## config.mk

```make
export PLATFORM = sky130hd
export DESIGN_NAME = sq_store_queue
export DESIGN_NICKNAME = d
export VERILOG_FILES = /design/src/rtl/sq_pkg.sv /design/src/rtl/sq_age_pick.sv /design/src/rtl/sq_entry.sv /design/src/rtl/sq_store_queue.sv
export SDC_FILE = /design/constraint.sdc
export NUM_CORES = 1
export LEC_CHECK = 0
export BUFFER_PORTS_ARGS = -buffer_cell sky130_fd_sc_hd__buf_4
export CORE_ASPECT_RATIO = 0.8
export CORE_MARGIN = 5
export CORE_UTILIZATION = 41
export CTS_CLUSTER_SIZE = 25
export DETAILED_ROUTE_END_ITERATION = 12
export PLACE_DENSITY = 0.57
export SLEW_MARGIN = 10
export SYNTH_ARGS = -nofsm -noshare
export SYNTH_HDL_FRONTEND = slang
export SYNTH_SLANG_ARGS = --single-unit
```

## constraint.sdc

```tcl
create_clock -name clk_i -period 12.9 [get_ports clk_i]
set_clock_uncertainty 0.05 [all_clocks]
set_input_delay 0 -clock clk_i [delete_from_list [all_inputs] [get_ports clk_i]]
set_output_delay 0 -clock clk_i [all_outputs]
set_load 0.005 [all_outputs]
```

## src/rtl/sq_pkg.sv

```systemverilog
package sq_pkg;
  typedef enum logic [2:0] {
    SQ_FREE  = 3'd0,
    SQ_FIN   = 3'd1,
    SQ_CMP   = 3'd2,
    SQ_MISS  = 3'd3,
    SQ_RETRY = 3'd4,
    SQ_WR    = 3'd5
  } sq_state_e;
endpackage

```

## src/rtl/sq_age_pick.sv

```systemverilog
// Oldest request found by scanning from a start index with wrap
module sq_age_pick #(
  parameter int N  = 6,
  localparam int PW = (N > 1) ? $clog2(N) : 1
) (
  input  logic [N-1:0]  req_i,
  input  logic [PW-1:0] start_i,
  output logic          any_o,
  output logic [PW-1:0] idx_o
);
  always_comb begin
    any_o = 1'b0;
    idx_o = '0;
    for (int i = N - 1; i >= 0; i--) begin
      int j;
      j = int'(start_i) + i;
      if (j >= N) j = j - N;
      if (req_i[j]) begin
        any_o = 1'b1;
        idx_o = PW'(j);
      end
    end
  end
endmodule

```

## src/rtl/sq_entry.sv

```systemverilog
module sq_entry
  import sq_pkg::*;
#(
  parameter int AW     = 32,
  parameter int DW     = 64,
  parameter int LINE_W = 5,
  localparam int BEW   = DW / 8
) (
  input  logic                clk_i,
  input  logic                rst_ni,
  input  logic                alloc_i,
  input  logic [AW-1:0]       addr_i,
  input  logic [DW-1:0]       data_i,
  input  logic [BEW-1:0]      be_i,
  input  logic                cpl_i,
  input  logic                flush_i,
  input  logic                issue_i,
  input  logic                hit_i,
  input  logic                reload_done_i,
  input  logic [AW-LINE_W-1:0] reload_line_i,
  input  logic                retire_i,
  output sq_state_e           st_o,
  output logic [AW-1:0]       addr_o,
  output logic [DW-1:0]       data_o,
  output logic [BEW-1:0]      be_o
);
  sq_state_e st_q;
  logic      line_match;

  assign line_match = reload_done_i && (addr_o[AW-1:LINE_W] == reload_line_i);
  assign st_o = st_q;

  always_ff @(posedge clk_i or negedge rst_ni) begin
    if (!rst_ni) begin
      st_q <= SQ_FREE;
    end else begin
      unique case (st_q)
        SQ_FREE:  if (alloc_i) st_q <= SQ_FIN;
        SQ_FIN:   if (cpl_i) st_q <= SQ_CMP;
                  else if (flush_i) st_q <= SQ_FREE;
        SQ_CMP, SQ_RETRY:
                  if (issue_i) st_q <= hit_i ? SQ_WR : (line_match ? SQ_RETRY : SQ_MISS);
        SQ_MISS:  if (line_match) st_q <= SQ_RETRY;
        SQ_WR:    if (retire_i) st_q <= SQ_FREE;
        default:  st_q <= SQ_FREE;
      endcase
    end
  end

  always_ff @(posedge clk_i) begin
    if (alloc_i) begin
      addr_o <= addr_i;
      data_o <= data_i;
      be_o   <= be_i;
    end
  end
endmodule

```

## src/rtl/sq_store_queue.sv

```systemverilog
module sq_store_queue
  import sq_pkg::*;
#(
  parameter int DEPTH  = 6,
  parameter int AW     = 32,
  parameter int DW     = 64,
  parameter int LINE_W = 5,
  localparam int BEW   = DW / 8,
  localparam int PW    = $clog2(DEPTH)
) (
  input  logic                 clk_i,
  input  logic                 rst_ni,
  input  logic                 enq_valid_i,
  input  logic [AW-1:0]        enq_addr_i,
  input  logic [DW-1:0]        enq_data_i,
  input  logic [BEW-1:0]       enq_be_i,
  output logic                 enq_ready_o,
  input  logic                 complete_i,
  input  logic                 flush_i,
  input  logic                 cache_free_i,
  output logic                 cache_wr_o,
  output logic [AW-1:0]        cache_addr_o,
  output logic [DW-1:0]        cache_data_o,
  output logic [BEW-1:0]       cache_be_o,
  input  logic                 cache_hit_i,
  output logic                 reload_req_o,
  output logic [AW-LINE_W-1:0] reload_line_o,
  input  logic                 reload_done_i,
  input  logic [AW-LINE_W-1:0] reload_done_line_i
);
  function automatic logic [PW-1:0] wrap_inc(input logic [PW-1:0] p);
    return (p == PW'(DEPTH - 1)) ? '0 : p + 1'b1;
  endfunction

  logic [PW-1:0] tail_q, fin_q, cmp_q, com_q;
  sq_state_e     ent_st [DEPTH];
  logic [AW-1:0] ent_addr [DEPTH];
  logic [DW-1:0] ent_data [DEPTH];
  logic [BEW-1:0] ent_be [DEPTH];
  logic [DEPTH-1:0] retry_mask;
  logic          retry_any;
  logic [PW-1:0] retry_idx, issue_idx;
  logic          enq_acc, cpl_acc, has_cmp, issue, retire;

  assign enq_ready_o = (ent_st[tail_q] == SQ_FREE);
  assign enq_acc     = enq_valid_i && enq_ready_o && !flush_i;
  assign cpl_acc     = complete_i && (ent_st[fin_q] == SQ_FIN);
  assign has_cmp     = (ent_st[cmp_q] == SQ_CMP);
  assign retire      = (ent_st[com_q] == SQ_WR);

  for (genvar g = 0; g < DEPTH; g++) begin : g_mask
    assign retry_mask[g] = (ent_st[g] == SQ_RETRY);
  end

  sq_age_pick #(.N(DEPTH)) u_pick (
    .req_i   (retry_mask),
    .start_i (com_q),
    .any_o   (retry_any),
    .idx_o   (retry_idx)
  );

  // released stores win the port over fresh completed stores
  assign issue     = cache_free_i && (retry_any || has_cmp);
  assign issue_idx = retry_any ? retry_idx : cmp_q;

  assign cache_wr_o    = issue;
  assign cache_addr_o  = ent_addr[issue_idx];
  assign cache_data_o  = ent_data[issue_idx];
  assign cache_be_o    = ent_be[issue_idx];
  assign reload_req_o  = issue && !cache_hit_i;
  assign reload_line_o = cache_addr_o[AW-1:LINE_W];

  for (genvar g = 0; g < DEPTH; g++) begin : g_ent
    sq_entry #(.AW(AW), .DW(DW), .LINE_W(LINE_W)) u_ent (
      .clk_i         (clk_i),
      .rst_ni        (rst_ni),
      .alloc_i       (enq_acc && (tail_q == PW'(g))),
      .addr_i        (enq_addr_i),
      .data_i        (enq_data_i),
      .be_i          (enq_be_i),
      .cpl_i         (cpl_acc && (fin_q == PW'(g))),
      .flush_i       (flush_i),
      .issue_i       (issue && (issue_idx == PW'(g))),
      .hit_i         (cache_hit_i),
      .reload_done_i (reload_done_i),
      .reload_line_i (reload_done_line_i),
      .retire_i      (retire && (com_q == PW'(g))),
      .st_o          (ent_st[g]),
      .addr_o        (ent_addr[g]),
      .data_o        (ent_data[g]),
      .be_o          (ent_be[g])
    );
  end

  always_ff @(posedge clk_i or negedge rst_ni) begin
    if (!rst_ni) begin
      tail_q <= '0;
      fin_q  <= '0;
      cmp_q  <= '0;
      com_q  <= '0;
    end else begin
      if (flush_i)      tail_q <= cpl_acc ? wrap_inc(fin_q) : fin_q;
      else if (enq_acc) tail_q <= wrap_inc(tail_q);
      if (cpl_acc)      fin_q  <= wrap_inc(fin_q);
      if (issue && !retry_any) cmp_q <= wrap_inc(cmp_q);
      if (retire)       com_q  <= wrap_inc(com_q);
    end
  end
endmodule

```

==> metrics, run 1 <==
Achievable Freq=136 MHz; critical path fanouts, max=54; total negative setup slack=0 ps; Site Rows=89; first-pass GRT wire length=128000 um; Synth Cell Area=30300 sq um; endpoints failing setup=0; WP data required=12850 ps; XOR/XNOR Fraction of Synth Area=4.95%; Max-slew headroom=18.2%; antenna violations before repair=8; post-CTS sizing=0; Top cell by count, worst path=buf_4; Die Y-Extent=253 um; proportion of synthesized area in mux cells=7.73%; Die ar.=79400 sq um; fin util=48.8%; gpl congestion=0.884; total global routing track utilization=21.3%; Yosys cell types=101; Compound-Gate Fraction of Synth Area=11.1%; layout cell share with drive strength beyond 1=18.5%; Synthesized Nets=2264; largest family of logic cells by synthesized area=compound AO/OA/AOI/OAI gates; num ports=273; Post-Synth Simple-Gate Area=6.69%; fin. max-slew vios=0; DR vias=19400; root buffer selected by CTS=clkbuf_16; main flop type after synthesis=edfxtp_1; Final period util=57.0%; Avg Cell Area, Syn=14.4 sq um; final hold vios=0; clock buffer depth=3; crit end category=primary output; maximum number of pins on one net before global-route repair=106; commonest non-fill, non-tap cell in the layout=edfxtp_1; status=completed; Total Wirelength=86700 um; # DRC=0; Area Overhead vs Synth=18.4%; H-tree levels=3; total global routing overflow=0; crit path launch type=flip-flop; antenna-violating nets left=0; critical path type=flip-flop to primary output; number of flops mapped to enable cells by yosys=624; delay-heaviest family, CP=simple AND/OR/NAND/NOR gates; Port Buffers=272; CTS tree=yes; Tmin final=7350 ps; CP max stage delay=940 ps; Detail Placement HPWL=51200 um; Core Region=73500 sq um; RSZ-0062 raised after global routing=false; Worst-path clk slew=60 ps; leading cell types in the layout, fill and taps excluded=edfxtp_1 (624), buf_4 (293), mux2i_1 (217); CP max-delay cell=nor2_8; sequential share of the synthesized area=64.4%; Initial Utilization=41.2%; Synth Instances=2108; Nets=2550; post-route setup slack=5550 ps; vias in the first global route=19400; crit path cell chain=inv_1 -> ha_1 -> nor4b_1 -> a2111oi_0 -> o31ai_1 -> o311ai_1 -> nand3_1 -> nor2_4 -> and2_4 -> nor2_8 -> buf_4 -> mux2i_1 -> o221ai_1 -> buf_4; total CTS buffers=69; drt initial violations=1620; worst slew pin tran=1230 ps; latest clock arrival within the worst-skew pair=620 ps; worst path arrival time=7300 ps; Synth Area in Adders=0.735%; die width=314 um; Buf/Inv on CP=3; pre-CTS setup slack=6190 ps; type of the tightest min-delay check=input port to flip-flop; Synth warnings=0; Async SR Flop Fraction=4.59%; Pre-antenna DRT Iters=5; #FFs+latches synth=654; average wire per standard cell=25.5 um; max-cap violations=0; total clock sinks=654; via/cell ratio=5.71
## synth_stat cells, types with 9 or more instances
master    count  area (sq um)
a211oi_1      9          67.6
a21o_1      109           818
a21oi_1      27           135
and2_1        9          56.3
buf_12       11           220
buf_2        28           140
buf_4        37           278
clkbuf_1     98           368
dfrtp_1      30           751
edfxtp_1    624         18700
ha_1         17           213
inv_1        22          82.6
mux2i_1     217          2170
nand2_1      42           158
nand2b_1     16           100
nand3_1     116           581
nand4_1      44           275
nor2_1       39           146
nor2b_1       9          56.3
nor3_1       11          55.1
nor3b_1       9          67.6
nor4_1       13          81.3
o21ai_0     130           651
o221ai_1    105           920
o31ai_1       9          67.6
xnor2_1     153          1340
xor2_1       15           131
## cell families after synthesis
group           after synthesis
mux                         229
xor+xnor                    169
simple gates                357
compound gates              466
flops                       654
buf+inv                     215
fa+ha+maj                    18
## per-layer routing
metal,vias to the layer above,global-route usage (%),wire [um]
met2,691,32.8,39100
met3,104,5.62,7080
met5,-,0,69
met4,10,4.56,1530
li1,8760,-,-
met1,9844,30.6,39000
## worst paths after layout
kind	cells after the start	slack, ps	start	to
worst max-delay path	14	5550	com_q[1]	reload_line_o[4]
worst min-delay path	2	90	enq_data_i[55]	g_ent[0].u_ent.data_o[55]
worst max register to register	15	6850	com_q[1]	g_ent[3].u_ent.st_o[2]
worst min register to register	1	630	cmp_q[2]	cmp_q[2]
max in group asynchronous	4	12240	rst_ni	g_ent[1].u_ent.st_o[2]
min in group asynchronous	4	370	rst_ni	fin_q[0]
## cell type report
cell class              instances  area [sq um]
diodes                          3          7.51
well taps                     955          1190
repair buffers                407          3360
clock inverters                36           393
multi-input cells            1239          9520
fillers                      6383         37600
inverters                      23          91.3
flip-flops and latches        654         19500
clock buffers                  85          1810
## registers in the layout, summed over array words and instances, names as in the netlist
| register | cells |
|---|---|
| com_q | 3 |
| cmp_q | 3 |
| g_ent.u_ent.addr_o | 192 |
| g_ent.u_ent.data_o | 384 |
| tail_q | 3 |
| g_ent.u_ent.st_o | 18 |
| fin_q | 3 |
| g_ent.u_ent.be_o | 48 |
## stage by stage
| stage | hold slack, ps | area, sq um | instances |
|---|---|---|---|
| floorplan | -346 | 30300 | 2108 |
| global placement | -78.6 | 32500 | 3165 |
| detailed placement | -73.0 | 32500 | 3165 |
| CTS | 46.7 | 35900 | 3399 |
| global route | 79.9 | 35900 | 3401 |
| finish | 92.0 | 35900 | 3402 |
## repair_timing
action	CTS	global route
buffers inserted	0	0
hold endpoints to repair	675	0
hold buffers	113	0
Power of run 1 is not shown: default switching activity piles up to over one toggle a cycle in this logic, so the estimate is an artifact.
==> run 2: changes to the inputs <==
Settings changed: PLACE_DENSITY 0.57 to 0.59.
Clock period 12.9 ns to 6.5 ns, I/O delays scaled along.
==> run 2 against run 1 <==
  * Core utilization up 0.40 points
  * Non-clock buffer count up 17
  * Routed wire length down 0.78%
  * Critical path depth up 1
  * Register-to-register slack worse by 5800 ps
  * Critical endpoint is now cache_data_o[2]
==> metrics, run 2 (same netlist as run 1, synthesis figures left out) <==
# DRC=0; max reg flops=384; critical path fanouts, max=36; H-tree levels=3; GR Util met2=32.1%; num ports=273; Final Non-Filler Cells=3424; RSZ-0062 raised after global routing=false; post-CTS sizing=0; Max-slew headroom=21.8%; total clock sinks=654; Site Rows=89; CP max stage delay=660 ps; Port Buffers=272; r2r endpoint=g_ent[3].u_ent.st_o[2]; CTS Hold Bufs=114; Pre-antenna DRT Iters=5; crit path launch type=flip-flop; total global routing track utilization=21.0%; crit end category=primary output; Die Y-Extent=253 um; Tmin final=5650 ps; commonest non-fill, non-tap cell in the layout=edfxtp_1; WP data required=6450 ps; total global routing overflow=0; drt initial violations=1724; status=completed; delay-heaviest family, CP=simple AND/OR/NAND/NOR gates; global routing's busiest layer=met2; CP Depth=15; layout cell share with drive strength beyond 1=18.7%; Final period util=86.8%; CP max-delay cell=nand2b_4; fin. max-slew vios=0; via/cell ratio=5.73; Biggest register=g_ent.u_ent.data_o; r2r startpoint=com_q[0]; Nets=2569; worst slew pin tran=1170 ps; cell count after placement=3181; final hold vios=0; gpl congestion=0.847; Initial Utilization=41.2%; Core Region=73500 sq um; R2R depth=15; Post-CTS Repair Setup Buffers=0; maximum number of pins on one net before global-route repair=108; Area Overhead vs Synth=19.4%; critical path type=flip-flop to primary output; endpoints failing setup=0; crit path cell chain=inv_2 -> ha_1 -> inv_1 -> ha_1 -> a31oi_1 -> or2_2 -> and3b_4 -> o211ai_1 -> a311oi_1 -> a21o_1 -> nand2b_4 -> buf_12 -> a21o_1 -> o221ai_1 -> buf_4; average wire per standard cell=25.1 um; Critical Path Source=com_q[0]; latest clock arrival within the worst-skew pair=610 ps; worst path arrival time=5600 ps; vias in the first global route=19700; Critical Path Sink=cache_data_o[2]; clock buffer depth=3; DR vias=19600; root buffer selected by CTS=clkbuf_16; type of the tightest min-delay check=input port to flip-flop; Achievable Freq=177 MHz; biggest regs=g_ent.u_ent.data_o (384), g_ent.u_ent.addr_o (192), g_ent.u_ent.be_o (48); total negative setup slack=0 ps; antenna violations before repair=10; Detail Placement HPWL=52800 um; max-cap violations=0; total CTS buffers=71; Worst-path clk slew=70 ps; die width=314 um; R2R setup slack=1020 ps; Total Wirelength=86100 um; grt met1 use=30.4%; M3 GR Usage=5.25%; Die ar.=79400 sq um; leading cell types in the layout, fill and taps excluded=edfxtp_1 (624), buf_4 (295), mux2i_1 (217); CTS tree=yes; first-pass GRT wire length=127000 um; antenna-violating nets left=0; Buf/Inv on CP=4
run 2: cell count changes in the layout (fill, tap and decap cells not counted), sizes merged:
cell,before,now
buf,295,311
clkbuf,85,90
bufinv,4,3
clkinv,29,28
diode,3,4
dlygate4sd3,112,113
inv,24,25
run 2: worst min path at each step:
| stage | start | to | slack [ps] | cells after the start |
|---|---|---|---|---|
| 3_3_place_gp | rst_ni | tail_q[0] | -70 | 1 |
| 4_1_cts | enq_data_i[35] | g_ent[1].u_ent.data_o[35] | 60 | 2 |
| 2_1_floorplan | rst_ni | cmp_q[0] | -350 | 0 |
| 6_report | enq_data_i[35] | g_ent[1].u_ent.data_o[35] | 100 | 2 |
| 3_5_place_dp | rst_ni | tail_q[0] | -70 | 1 |
| 5_1_grt | enq_data_i[35] | g_ent[1].u_ent.data_o[35] | 80 | 2 |
run 2: worst reg2reg max path, stage by stage (launching register included):
cell           delay [ps]
dfrtp_1               390
inv_2                 240
ha_1                  510
inv_1                 300
ha_1                  370
a31oi_1               260
or2_2                 200
and3b_4               220
nand4b_4              200
nor2_4                240
and2_4                460
buf_4                 700
o211ai_2              280
o31ai_1               260
dlygate4sd3_1         590
nand3_1                80
run 2: stage by stage:
step	setup WS, ps	hold slack (ps)	utilization, %	instance area [sq um]
after floorplan	973	-346	-	30300
after global placement	1580	-65.1	44.7	32800
after detailed placement	1510	-68.6	44.7	32800
after CTS	870	59.4	49.2	36100
after global routing	594	80.3	49.2	36100
final	855	98.5	49.2	36200
run 2: per-layer routing:
layer / part of all wire, % / routed length (um)
met2: 45 / 38300
met3: 8.5 / 7330
met5: 0.076 / 65
met4: 2.1 / 1840
met1: 45 / 38500
run 2: cell type report:
| class | instances | area, sq um |
|---|---|---|
| diodes | 4 | 10.0 |
| clock inverters | 35 | 308 |
| fillers | 6294 | 37300 |
| flip-flops and latches | 654 | 19500 |
| well taps | 955 | 1190 |
| repair buffers | 424 | 3670 |
| multi-input cells | 1239 | 9530 |
| inverters | 23 | 91.3 |
| clock buffers | 90 | 1870 |
Power of run 2 is left out for the same reason.
